===== src/rtl/mcs_pkg.sv =====
package mcs_pkg;

  typedef enum logic [1:0] {
    K_READ  = 2'd0,
    K_WRITE = 2'd1,
    K_MODE  = 2'd2,
    K_NOP   = 2'd3
  } req_kind_e;

  typedef enum logic [2:0] {
    OP_RD_ASYNC = 3'd0,
    OP_RD_SYNC  = 3'd1,
    OP_WR_ASYNC = 3'd2,
    OP_WR_SYNC  = 3'd3,
    OP_MRS      = 3'd4
  } cmd_op_e;

  typedef enum logic [1:0] {
    ST_IDLE  = 2'd0,
    ST_ENTRY = 2'd1,
    ST_EXIT  = 2'd2,
    ST_MRS   = 2'd3
  } seq_state_e;

  localparam logic [1:0] MODE_NONE = 2'd0;
  localparam logic [1:0] MODE_AA   = 2'd1;
  localparam logic [1:0] MODE_SA   = 2'd2;
  localparam logic [1:0] MODE_SS   = 2'd3;

  // Read flavour follows the read half of the mode.
  function automatic cmd_op_e read_op(input logic [1:0] mode);
    return (mode == MODE_AA) ? OP_RD_ASYNC : OP_RD_SYNC;
  endfunction

  // Only the fully synchronous mode writes synchronously.
  function automatic cmd_op_e write_op(input logic [1:0] mode);
    return (mode == MODE_SS) ? OP_WR_SYNC : OP_WR_ASYNC;
  endfunction

endpackage


===== src/rtl/mcs_cmd_slot.sv =====
module mcs_cmd_slot
  import mcs_pkg::*;
#(
  parameter int AW = 16,
  parameter int DW = 16
) (
  input  logic          clk,
  input  logic          rst_n,
  input  logic          load,
  input  cmd_op_e       ld_op,
  input  logic [AW-1:0] ld_addr,
  input  logic [DW-1:0] ld_data,
  input  logic          cmd_ready,
  output logic          cmd_valid,
  output logic [2:0]    cmd_op,
  output logic [AW-1:0] cmd_addr,
  output logic [DW-1:0] cmd_data,
  output logic          slot_free
);

  assign slot_free = !cmd_valid || cmd_ready;

  always_ff @(posedge clk or negedge rst_n) begin
    if (!rst_n) begin
      cmd_valid <= 1'b0;
      cmd_op    <= '0;
      cmd_addr  <= '0;
      cmd_data  <= '0;
    end else if (load) begin
      cmd_valid <= 1'b1;
      cmd_op    <= ld_op;
      cmd_addr  <= ld_addr;
      cmd_data  <= ld_data;
    end else if (cmd_ready) begin
      cmd_valid <= 1'b0;
    end
  end

  // a stalled command keeps its content
  assert_cmd_hold_R3: assert property (@(posedge clk) disable iff (!rst_n)
    (cmd_valid && !cmd_ready) |=> (cmd_valid && $stable(cmd_op) &&
                                   $stable(cmd_addr) && $stable(cmd_data)));

  // nothing is pushed into an occupied, stalled slot
  assert_no_overwrite_R3: assert property (@(posedge clk) disable iff (!rst_n)
    load |-> slot_free);

endmodule


===== src/rtl/mcs_flush_store.sv =====
module mcs_flush_store
  import mcs_pkg::*;
#(
  parameter int          AW         = 16,
  parameter int          DW         = 16,
  parameter logic [AW-1:0] DUMMY_ADDR = '0,
  parameter logic [DW-1:0] DUMMY_DATA = '0
) (
  input  logic          clk,
  input  logic          rst_n,
  input  logic          capture,
  input  logic [1:0]    mode_now,
  output logic [AW-1:0] saved_addr,
  output logic [DW-1:0] saved_data
);

  always_ff @(posedge clk or negedge rst_n) begin
    if (!rst_n) begin
      saved_addr <= DUMMY_ADDR;
      saved_data <= DUMMY_DATA;
    end else if (capture) begin
      saved_addr <= DUMMY_ADDR;
      saved_data <= DUMMY_DATA;
    end
  end

  // the entry flush pattern survives the whole stay in mode 3
  assert_store_kept_R6: assert property (@(posedge clk) disable iff (!rst_n)
    (mode_now == MODE_SS) |=> ($stable(saved_addr) && $stable(saved_data)));

  // a capture only happens outside mode 3
  assert_capture_outside_R5: assert property (@(posedge clk) disable iff (!rst_n)
    capture |-> (mode_now != MODE_SS));

endmodule


===== src/rtl/mcs_seq_fsm.sv =====
module mcs_seq_fsm
  import mcs_pkg::*;
#(
  parameter int AW = 16,
  parameter int DW = 16
) (
  input  logic          clk,
  input  logic          rst_n,
  input  logic          req_valid,
  input  logic [1:0]    req_kind,
  input  logic [1:0]    req_mode,
  input  logic [AW-1:0] req_addr,
  input  logic [DW-1:0] req_data,
  input  logic          slot_free,
  input  logic [AW-1:0] saved_addr,
  input  logic [DW-1:0] saved_data,
  output logic          req_ready,
  output logic          load,
  output cmd_op_e       ld_op,
  output logic [AW-1:0] ld_addr,
  output logic [DW-1:0] ld_data,
  output logic          capture,
  output logic [1:0]    cur_mode
);

  seq_state_e state, nxt_state;
  logic [1:0] tgt_q, nxt_tgt, nxt_mode;
  logic       accept;
  logic       real_change;

  assign req_ready   = (state == ST_IDLE) && slot_free;
  assign accept      = req_valid && req_ready;
  assign real_change = (req_mode != MODE_NONE) && (req_mode != cur_mode);

  always_comb begin
    load      = 1'b0;
    ld_op     = OP_RD_ASYNC;
    ld_addr   = '0;
    ld_data   = '0;
    capture   = 1'b0;
    nxt_state = state;
    nxt_tgt   = tgt_q;
    nxt_mode  = cur_mode;
    unique case (state)
      ST_IDLE: begin
        if (accept) begin
          unique case (req_kind_e'(req_kind))
            K_READ: begin
              load    = 1'b1;
              ld_op   = read_op(cur_mode);
              ld_addr = req_addr;
            end
            K_WRITE: begin
              load    = 1'b1;
              ld_op   = write_op(cur_mode);
              ld_addr = req_addr;
              ld_data = req_data;
            end
            K_MODE: begin
              if (real_change) begin
                nxt_tgt = req_mode;
                if (req_mode == MODE_SS) begin
                  nxt_state = ST_ENTRY;
                  capture   = 1'b1;
                end else if (cur_mode == MODE_SS) begin
                  nxt_state = ST_EXIT;
                end else begin
                  nxt_state = ST_MRS;
                end
              end
            end
            default: ;
          endcase
        end
      end
      ST_ENTRY: begin
        if (slot_free) begin
          load      = 1'b1;
          ld_op     = OP_WR_ASYNC;
          ld_addr   = saved_addr;
          ld_data   = saved_data;
          nxt_state = ST_MRS;
        end
      end
      ST_EXIT: begin
        if (slot_free) begin
          load      = 1'b1;
          ld_op     = OP_WR_SYNC;
          ld_addr   = saved_addr;
          ld_data   = saved_data;
          nxt_state = ST_MRS;
        end
      end
      ST_MRS: begin
        if (slot_free) begin
          load      = 1'b1;
          ld_op     = OP_MRS;
          ld_data   = {{(DW-2){1'b0}}, tgt_q};
          nxt_mode  = tgt_q;
          nxt_state = ST_IDLE;
        end
      end
      default: nxt_state = ST_IDLE;
    endcase
  end

  always_ff @(posedge clk or negedge rst_n) begin
    if (!rst_n) begin
      state    <= ST_IDLE;
      tgt_q    <= MODE_AA;
      cur_mode <= MODE_AA;
    end else begin
      state    <= nxt_state;
      tgt_q    <= nxt_tgt;
      cur_mode <= nxt_mode;
    end
  end

  // Checker state: last command pushed toward the slot.
  cmd_op_e last_ld_op;
  always_ff @(posedge clk or negedge rst_n) begin
    if (!rst_n)    last_ld_op <= OP_RD_ASYNC;
    else if (load) last_ld_op <= ld_op;
  end

  // entering mode 3 is preceded by an asynchronous flush write
  assert_entry_flush_R5: assert property (@(posedge clk) disable iff (!rst_n)
    (load && ld_op == OP_MRS && ld_data[1:0] == MODE_SS) |-> (last_ld_op == OP_WR_ASYNC));

  // leaving mode 3 is preceded by a synchronous replay write
  assert_exit_replay_R6: assert property (@(posedge clk) disable iff (!rst_n)
    (load && ld_op == OP_MRS && cur_mode == MODE_SS) |-> (last_ld_op == OP_WR_SYNC));

  // a real mode change closes the request port on the next cycle
  assert_stall_after_change_R8: assert property (@(posedge clk) disable iff (!rst_n)
    (accept && req_kind == K_MODE && real_change) |=> !req_ready);

  // mode register never holds the unused code
  assert_mode_legal_R1: assert property (@(posedge clk) disable iff (!rst_n)
    cur_mode != MODE_NONE);

endmodule


===== src/rtl/mcs_coherency_seq.sv =====
module mcs_coherency_seq
  import mcs_pkg::*;
#(
  parameter int            AW         = 16,
  parameter int            DW         = 16,
  parameter logic [AW-1:0] DUMMY_ADDR = '0,
  parameter logic [DW-1:0] DUMMY_DATA = '0
) (
  input  logic          clk,
  input  logic          rst_n,
  input  logic          req_valid,
  output logic          req_ready,
  input  logic [1:0]    req_kind,
  input  logic [1:0]    req_mode,
  input  logic [AW-1:0] req_addr,
  input  logic [DW-1:0] req_data,
  output logic          cmd_valid,
  input  logic          cmd_ready,
  output logic [2:0]    cmd_op,
  output logic [AW-1:0] cmd_addr,
  output logic [DW-1:0] cmd_data,
  output logic [1:0]    cur_mode
);

  logic          load, capture, slot_free;
  cmd_op_e       ld_op;
  logic [AW-1:0] ld_addr, saved_addr;
  logic [DW-1:0] ld_data, saved_data;

  mcs_seq_fsm #(.AW(AW), .DW(DW)) u_fsm (
    .clk        (clk),
    .rst_n      (rst_n),
    .req_valid  (req_valid),
    .req_kind   (req_kind),
    .req_mode   (req_mode),
    .req_addr   (req_addr),
    .req_data   (req_data),
    .slot_free  (slot_free),
    .saved_addr (saved_addr),
    .saved_data (saved_data),
    .req_ready  (req_ready),
    .load       (load),
    .ld_op      (ld_op),
    .ld_addr    (ld_addr),
    .ld_data    (ld_data),
    .capture    (capture),
    .cur_mode   (cur_mode)
  );

  mcs_flush_store #(
    .AW(AW), .DW(DW), .DUMMY_ADDR(DUMMY_ADDR), .DUMMY_DATA(DUMMY_DATA)
  ) u_store (
    .clk        (clk),
    .rst_n      (rst_n),
    .capture    (capture),
    .mode_now   (cur_mode),
    .saved_addr (saved_addr),
    .saved_data (saved_data)
  );

  mcs_cmd_slot #(.AW(AW), .DW(DW)) u_slot (
    .clk       (clk),
    .rst_n     (rst_n),
    .load      (load),
    .ld_op     (ld_op),
    .ld_addr   (ld_addr),
    .ld_data   (ld_data),
    .cmd_ready (cmd_ready),
    .cmd_valid (cmd_valid),
    .cmd_op    (cmd_op),
    .cmd_addr  (cmd_addr),
    .cmd_data  (cmd_data),
    .slot_free (slot_free)
  );

  // synchronous writes are only presented while in mode 3
  assert_sync_write_mode_R2: assert property (@(posedge clk) disable iff (!rst_n)
    (cmd_valid && cmd_op == OP_WR_SYNC) |-> (cur_mode == MODE_SS));

  // asynchronous reads are only presented while in mode 1
  assert_async_read_mode_R2: assert property (@(posedge clk) disable iff (!rst_n)
    (cmd_valid && cmd_op == OP_RD_ASYNC) |-> (cur_mode == MODE_AA));

  // no command code beyond the defined set
  assert_op_legal_R2: assert property (@(posedge clk) disable iff (!rst_n)
    cmd_valid |-> (cmd_op <= OP_MRS));

endmodule


===== config.mk =====
export PLATFORM = sky130hd
export DESIGN_NAME = mcs_coherency_seq
export DESIGN_NICKNAME = d
export VERILOG_FILES = /design/src/rtl/mcs_pkg.sv /design/src/rtl/mcs_cmd_slot.sv /design/src/rtl/mcs_flush_store.sv /design/src/rtl/mcs_seq_fsm.sv /design/src/rtl/mcs_coherency_seq.sv
export SDC_FILE = /design/constraint.sdc
export NUM_CORES = 1
export LEC_CHECK = 0
export BUFFER_PORTS_ARGS = -buffer_cell sky130_fd_sc_hd__buf_2
export CAP_MARGIN = 20
export CORE_MARGIN = 2
export CORE_UTILIZATION = 35
export DETAILED_ROUTE_END_ITERATION = 8
export GPL_ROUTABILITY_DRIVEN = 0
export PLACE_DENSITY_LB_ADDON = 0.12
export SYNTH_ARGS = -nofsm -noshare
export SYNTH_HDL_FRONTEND = slang
export SYNTH_SLANG_ARGS = --single-unit

===== constraint.sdc =====
create_clock -name clk -period 1.65 [get_ports clk]
set_input_delay 0.165 -clock clk [delete_from_list [all_inputs] [get_ports clk]]
set_output_delay 0.165 -clock clk [all_outputs]
set_load 0.005 [all_outputs]

==> run_results.csv, run 1 <==
group,metric,value,unit
timing,fin_setup_tns,-0.0110,ns
timing,rsz0062_at_grt,"true",
drt,first_iter_violations,52,
setup_path,cp-start-kind,"flop",
yosys,synth_top_area_share,56.8,%
clocking,cts_tree,"built",
floorplan,die_w,75.0,µm
hold_path,hold_start,"req_addr[10]",
timing,finalSetupViolations,2,
timing,whs,0.0970,ns
setup_path,slowest_stage,"dfrtp_1",
setup_path,path_buf_inv,1,
clocking,cts_max_level,2,
yosys,synth_edf_count,0,
timing,fmax,604,MHz
run,maxCapViolCount,0,
power,ir_worst_vdd,0.622,mV
layout,layout_common_cells,"buf_2, dfrtp_1, a22o_1",
global_routing,grt_start_max_net_pins,25,
drt,drt_wl_total,4290,µm
timing,skew,0.00703,ns
drt,dr.pass1.iters,4,
setup_path,r2r_slack,-0.006,ns
floorplan,die_y,75.0,µm
yosys,yosysSeqAreaShare,59.8,%
floorplan,ioPinCount,79,
clocking,clkTransAtPathRegs,0.08,ns
global_routing,grt_pass1_wl,6670,µm
drt,wl_per_cell,14.3,µm
layout,final_util,51.7,%
timing,finalCriticalPeriod,1.66,ns
global_routing,globalRouteTotalUtil,15.7,%
clocking,insertion_delay,0.28,ns
layout,fillers,448,
placement,dp_hpwl,3160,µm
setup_path,reg2reg_depth,7,
yosys,synthFlopType,"dfrtp_1",
floorplan,initial_utilization,36.8,%
placement,place_area,2300,µm²
setup_path,crit_top_cell,"o21ai_2",
drt,vias,1440,
layout,syn_to_final_growth,40.2,%
layout,drive_gt1_share,48.9,%
status,outcome,"finished with violations",
setup_path,r2r-start,"u_fsm.state[0]$_DFFE_PN0P_",
hold_path,holdPathStages,2,
yosys,ys_warn_count,0,
drt,drc,0,
yosys,synthCells,141,
layout,fin_nets,277,
floorplan,fp.dieArea,5620,µm²
timing,min_period_over_period,100,%
setup_path,crit_chain,"inv_2 > ha_4 > nand2_4 > nor4b_4 > o21ai_2 > o21ai_2 > mux2_4",
power,p_per_area,1310,nW/µm²
setup_path,cp.depth,7,
timing,report.final.hold_viol_count,0,
clocking,clockBufferDepth,2,
timing,relSlewSlack,71.1,%
yosys,synth-async-reset-ratio,100,%
layout,final_cell_area,2470,µm²
drt,viasPerCell,4.80,
floorplan,core_area,4790,µm²
setup_path,endpoint_kind,"flop",
hold_path,hold_end,"u_slot.cmd_addr[10]$_DFFE_PN0P_",
yosys,synth_fp_nets,186,
yosys,syn_area_per_cell,12.5,µm²
global_routing,grt_antenna_before_repair,0,
floorplan,rows,25,
global_routing,grt_pass1_vias,1423,
hold_path,hold_class,"in -> reg",
setup_path,crit_required,1.82,ns
layout,diodes,0,
yosys,synthTopCellsByArea,"dfrtp_1, a22o_1, ha_1, dfstp_2, nand2_1",
placement,dp_slack,-0.0628,ns
timing,final-max-slew-violation-count,0,
timing,layout_setup_ws,-0.00638,ns
setup_path,cpLargestDelayFamily,"flip-flops",
power,power_leakage,1.35,nW
yosys,synth_area,1760,µm²
global_routing,grt_overflow,0,
setup_path,arrival,1.83,ns
setup_path,cp_max_fo,3,
status,violations,"setup timing",
setup_path,cp_slowest_stage_delay,0.40,ns
clocking,cts_num_sinks,42,
clocking,cts-root-buf,"clkbuf_8",
setup_path,r2r-end,"u_fsm.state[1]$_DFFE_PN0P_",
setup_path,worstSetupPathType,"reg -> reg",
clocking,cts_buffers,5,
yosys,yosys.area.top_type,"dfrtp_1",
placement,place.port_buffers,78,
timing,worst_slew_pin_slew,0.433,ns
yosys,ys_types,29,
layout,final_common_cell,"buf_2",
drt,ant_nets,0,
yosys,ys_ff_latch,42,
[worst max path at each step]
| stage | startpoint | to | slack, ns |
|---|---|---|---|
| final | u_fsm.state[0]$_DFFE_PN0P_ | u_fsm.state[1]$_DFFE_PN0P_ | -0.006 |
| after global routing | u_fsm.state[1]$_DFFE_PN0P_ | u_fsm.state[0]$_DFFE_PN0P_ | -0.07 |
| after CTS | u_fsm.state[0]$_DFFE_PN0P_ | u_fsm.state[1]$_DFFE_PN0P_ | 0.001 |
| after detailed placement | u_fsm.state[0]$_DFFE_PN0P_ | u_fsm.state[0]$_DFFE_PN0P_ | -0.06 |
| after global placement | u_fsm.state[1]$_DFFE_PN0P_ | u_fsm.state[1]$_DFFE_PN0P_ | 0.005 |
| after floorplan | u_fsm.state[1]$_DFFE_PN0P_ | u_fsm.state[0]$_DFFE_PN0P_ | 0.01 |
[state kept, by name, summed over array words and instances (netlist names)]
register and count:
u_fsm.cur_mode 2, u_slot.cmd_op 3, u_fsm.state 2, u_fsm.tgt_q 2, u_slot.cmd_data 16, u_slot.cmd_addr 16, u_slot.cmd_valid 1
[area by class of cell]
cell class	instances	area (µm²)	area share (%)
Multi-Input combinational cell	88	694	28.1
Tap cell	67	83.8	3.39
Clock buffer	6	82.6	3.34
Inverter	2	7.51	0.304
Timing Repair Buffer	93	538	21.8
Sequential cell	42	1050	42.6
Clock inverter	2	12.5	0.506
[repair_timing]
| item | 4_1_cts | 5_1_grt |
|---|---|---|
| resized for setup | 3 | 7 |
| hold endpoints to repair | 17 | 0 |
| setup buffers | 0 | 4 |
| endpoints found under the setup margin | 2 | 5 |
| cloned | 0 | 0 |
| hold buffers | 1 | 0 |
| pin swaps | 0 | 3 |
[through the flow]
step                total power, W  std cells
floorplan                  0.00197        141
finish                     0.00324        300
global route               0.00347        300
global placement           0.00238        287
CTS                        0.00311        296
detailed placement         0.00241        287
[per-layer routing]
layer  vias to the layer above  share of wire [%]  GRT usage (%)
met1                       690                 43           20.6
met3                         4                5.2           3.48
met4                         0                1.0           6.94
met5                         -                  0              0
met2                        44                 51           25.1
li1                        702                  -              -
[power breakdown]
| group | switching, W | leakage (nW) | internal, W | total (W) |
|---|---|---|---|---|
| Sequential | 0.0000960 | 0.565 | 0.00120 | 0.00130 |
| Combinational | 0.000662 | 0.736 | 0.000606 | 0.00127 |
| Clock | 0.000333 | 0.0472 | 0.000336 | 0.000669 |
[kinds of logic after synthesis]
family	Yosys count	synth area share [%]
mux	4	2.55
buf+inv	11	3.19
fa+ha+maj	5	3.55
compound gates	51	22.3
flops	42	59.8
simple gates	28	8.66
[synthesized netlist by cell type (3+ instances only)]
master / n
a21oi_1: 5
a22o_1: 30
buf_2: 6
dfrtp_1: 40
ha_1: 5
mux2_1: 4
nand2_1: 13
nand2b_1: 3
nor2_1: 4
o21ai_1: 6
Power figures use the tool's default switching activity.
==> run 2: changes to the inputs <==
--- a/config.mk
+++ b/config.mk
@@ -8,7 +8,7 @@
 export BUFFER_PORTS_ARGS = -buffer_cell sky130_fd_sc_hd__buf_2
 export CAP_MARGIN = 20
 export CORE_MARGIN = 2
-export CORE_UTILIZATION = 35
+export CORE_UTILIZATION = 40
 export DETAILED_ROUTE_END_ITERATION = 8
 export GPL_ROUTABILITY_DRIVEN = 0
 export PLACE_DENSITY_LB_ADDON = 0.12
==> run_results.csv, run 2 (same netlist as run 1, synthesis figures left out) <==
group,metric,value,unit
status,outcome,"finished clean",
setup_path,slowest_stage,"dfrtp_1",
setup_path,crit_chain,"inv_2 > ha_4 > nand2_4 > buf_6 > o21ai_4 > nand2_4 > buf_6 > o31ai_2",
setup_path,arrival,1.80,ns
clocking,cts-root-buf,"clkbuf_8",
clocking,cts_tree,"built",
clocking,clkTransAtPathRegs,0.08,ns
drt,routed-wl-met2,2150,µm
drt,drc,0,
layout,final_common_cell,"buf_2",
placement,dp_hpwl,3020,µm
drt,viasPerCell,5.19,
setup_path,worstSetupPathType,"reg -> reg",
timing,finalSetupViolations,0,
clocking,cts_buffers,5,
power,ir_worst_vdd,0.801,mV
drt,drt_wl_total,4300,µm
placement,place_area,2290,µm²
global_routing,grt_overflow,0,
drt,dr.pass1.iters,4,
timing,min_period_over_period,97.3,%
placement,place.port_buffers,78,
setup_path,crit_required,1.84,ns
timing,rsz0062_at_grt,"true",
timing,fin_setup_tns,0,ns
clocking,cts_num_sinks,42,
placement,placed_cells,275,
global_routing,grt_antenna_before_repair,0,
floorplan,initial_utilization,41.1,%
timing,report.final.hold_viol_count,0,
global_routing,grt_pass1_wl,6760,µm
layout,syn_to_final_growth,47.1,%
global_routing,grt_start_max_net_pins,43,
hold_path,hold_class,"in -> reg",
floorplan,die_y,70.4,µm
floorplan,core_area,4290,µm²
drt,ant_nets,0,
global_routing,grt_pass1_vias,1488,
layout,reg.largest.list,"u_slot.cmd_addr: 16 flops, u_slot.cmd_data: 16 flops, u_slot.cmd_op: 3 flops",
drt,vias,1506,
floorplan,die_w,70.4,µm
drt,wl_met3,326,µm
layout,diodes,0,
timing,whs,0.0841,ns
run,maxCapViolCount,0,
timing,relSlewSlack,65.6,%
drt,wl_per_cell,14.8,µm
layout,fillers,359,
setup_path,endpoint_kind,"flop",
layout,instances_no_fill,290,
layout,multiInputGateArea,729,µm²
clocking,cts_max_level,2,
timing,skew,0.00490,ns
setup_path,cpLargestDelayFamily,"buffers and inverters",
layout,seqCellArea,1050,µm²
clocking,insertion_delay,0.29,ns
clocking,clockBufferDepth,2,
layout,fin_nets,283,
timing,worst_slew_pin_slew,0.517,ns
timing,fmax,623,MHz
power,power_leakage,1.41,nW
layout,final_util,60.4,%
setup_path,cp_max_fo,6,
setup_path,path_buf_inv,3,
floorplan,fp.dieArea,4950,µm²
drt,first_iter_violations,49,
timing,final-max-slew-violation-count,0,
layout,layout_common_cells,"buf_2, dfrtp_1, a22o_1",
drt,dr.max_layer_used,"met4",
setup_path,cp-start-kind,"flop",
layout,final_cell_area,2590,µm²
timing,finalCriticalPeriod,1.61,ns
power,p_per_area,1410,nW/µm²
floorplan,ioPinCount,79,
setup_path,cp_slowest_stage_delay,0.39,ns
global_routing,globalRouteTotalUtil,17.1,%
floorplan,rows,24,
drt,met1_length,1770,µm
layout,drive_gt1_share,51.7,%
[run 2: cell count changes in the layout (fill, tap and decap cells not counted), sizes merged]
| cell | previous run | this run |
|---|---|---|
| bufinv | 0 | 1 |
| clkinvlp | 1 | 0 |
| clkbuf | 6 | 8 |
| clkinv | 1 | 0 |
| buf | 92 | 96 |
[run 2: layout make-up]
type	count	share of cell area, %
flip-flops and latches	42	40.6
multi-input cells	88	28.1
repair buffers	99	24.1
clock buffers	6	3.18
well taps	52	2.51
clock inverters	1	1.16
inverters	2	0.289
[run 2: final timing paths]
path / from / endpoint / slack, ns / cells after the start
setup / recovery: u_fsm.state[0]$_DFFE_PN0P_ / u_slot.cmd_op[2]$_DFFE_PN0P_ / 0.04 / 8
hold / removal: req_data[10] / u_slot.cmd_data[10]$_DFFE_PN0P_ / 0.08 / 2
setup reg to reg: u_fsm.state[0]$_DFFE_PN0P_ / u_slot.cmd_op[2]$_DFFE_PN0P_ / 0.04 / 8
hold reg to reg: u_slot.cmd_op[0]$_DFFE_PN0P_ / u_slot.cmd_op[0]$_DFFE_PN0P_ / 0.49 / 2
max in group asynchronous: rst_n / u_fsm.cur_mode[0]$_DFFE_PN1N_ / 0.82 / 3
min in group asynchronous: rst_n / u_slot.cmd_addr[15]$_DFFE_PN0P_ / 0.46 / 3
[run 2: stage by stage]
step / total power (W) / setup WS (ns)
after floorplan: 0.00197 / 0.0125
after global placement: 0.00236 / 0.0376
after detailed placement: 0.00240 / -0.0247
after CTS: 0.00324 / 0.00265
after global routing: 0.00385 / -0.0310
final: 0.00365 / 0.0443
[run 2: worst register-to-register path, delay by kind of cell, from the launching register on]
family,cells,cell delay [ns]
compound gates,2,0.38
fa+ha+maj,1,0.16
buf+inv,3,0.40
flops,1,0.39
simple gates,2,0.17
[run 2: repair_timing]
item                       in CTS  in global routing
setup buffers                   0                  3
pin swaps                       0                 17
hold endpoints to repair       40                  0
gates resized for setup         3                 22
hold buffers                    1                  0
setup endpoints to repair      12                 36
cloned                          0                  4
[run 2: power by group]
group	total (W)	internal [W]	switching (W)
sequential	0.00130	0.00120	0.0000997
combinational	0.00153	0.000796	0.000729
clock	0.000818	0.000484	0.000334
total	0.00365	0.00248	0.00116
[run 2: per-layer routing]
layer / GRT usage, % / vias to the layer above
met5: 0 / -
met3: 5.92 / 6
li1: - / 712
met2: 28.3 / 54
met1: 20.5 / 734
met4: 6.41 / 0
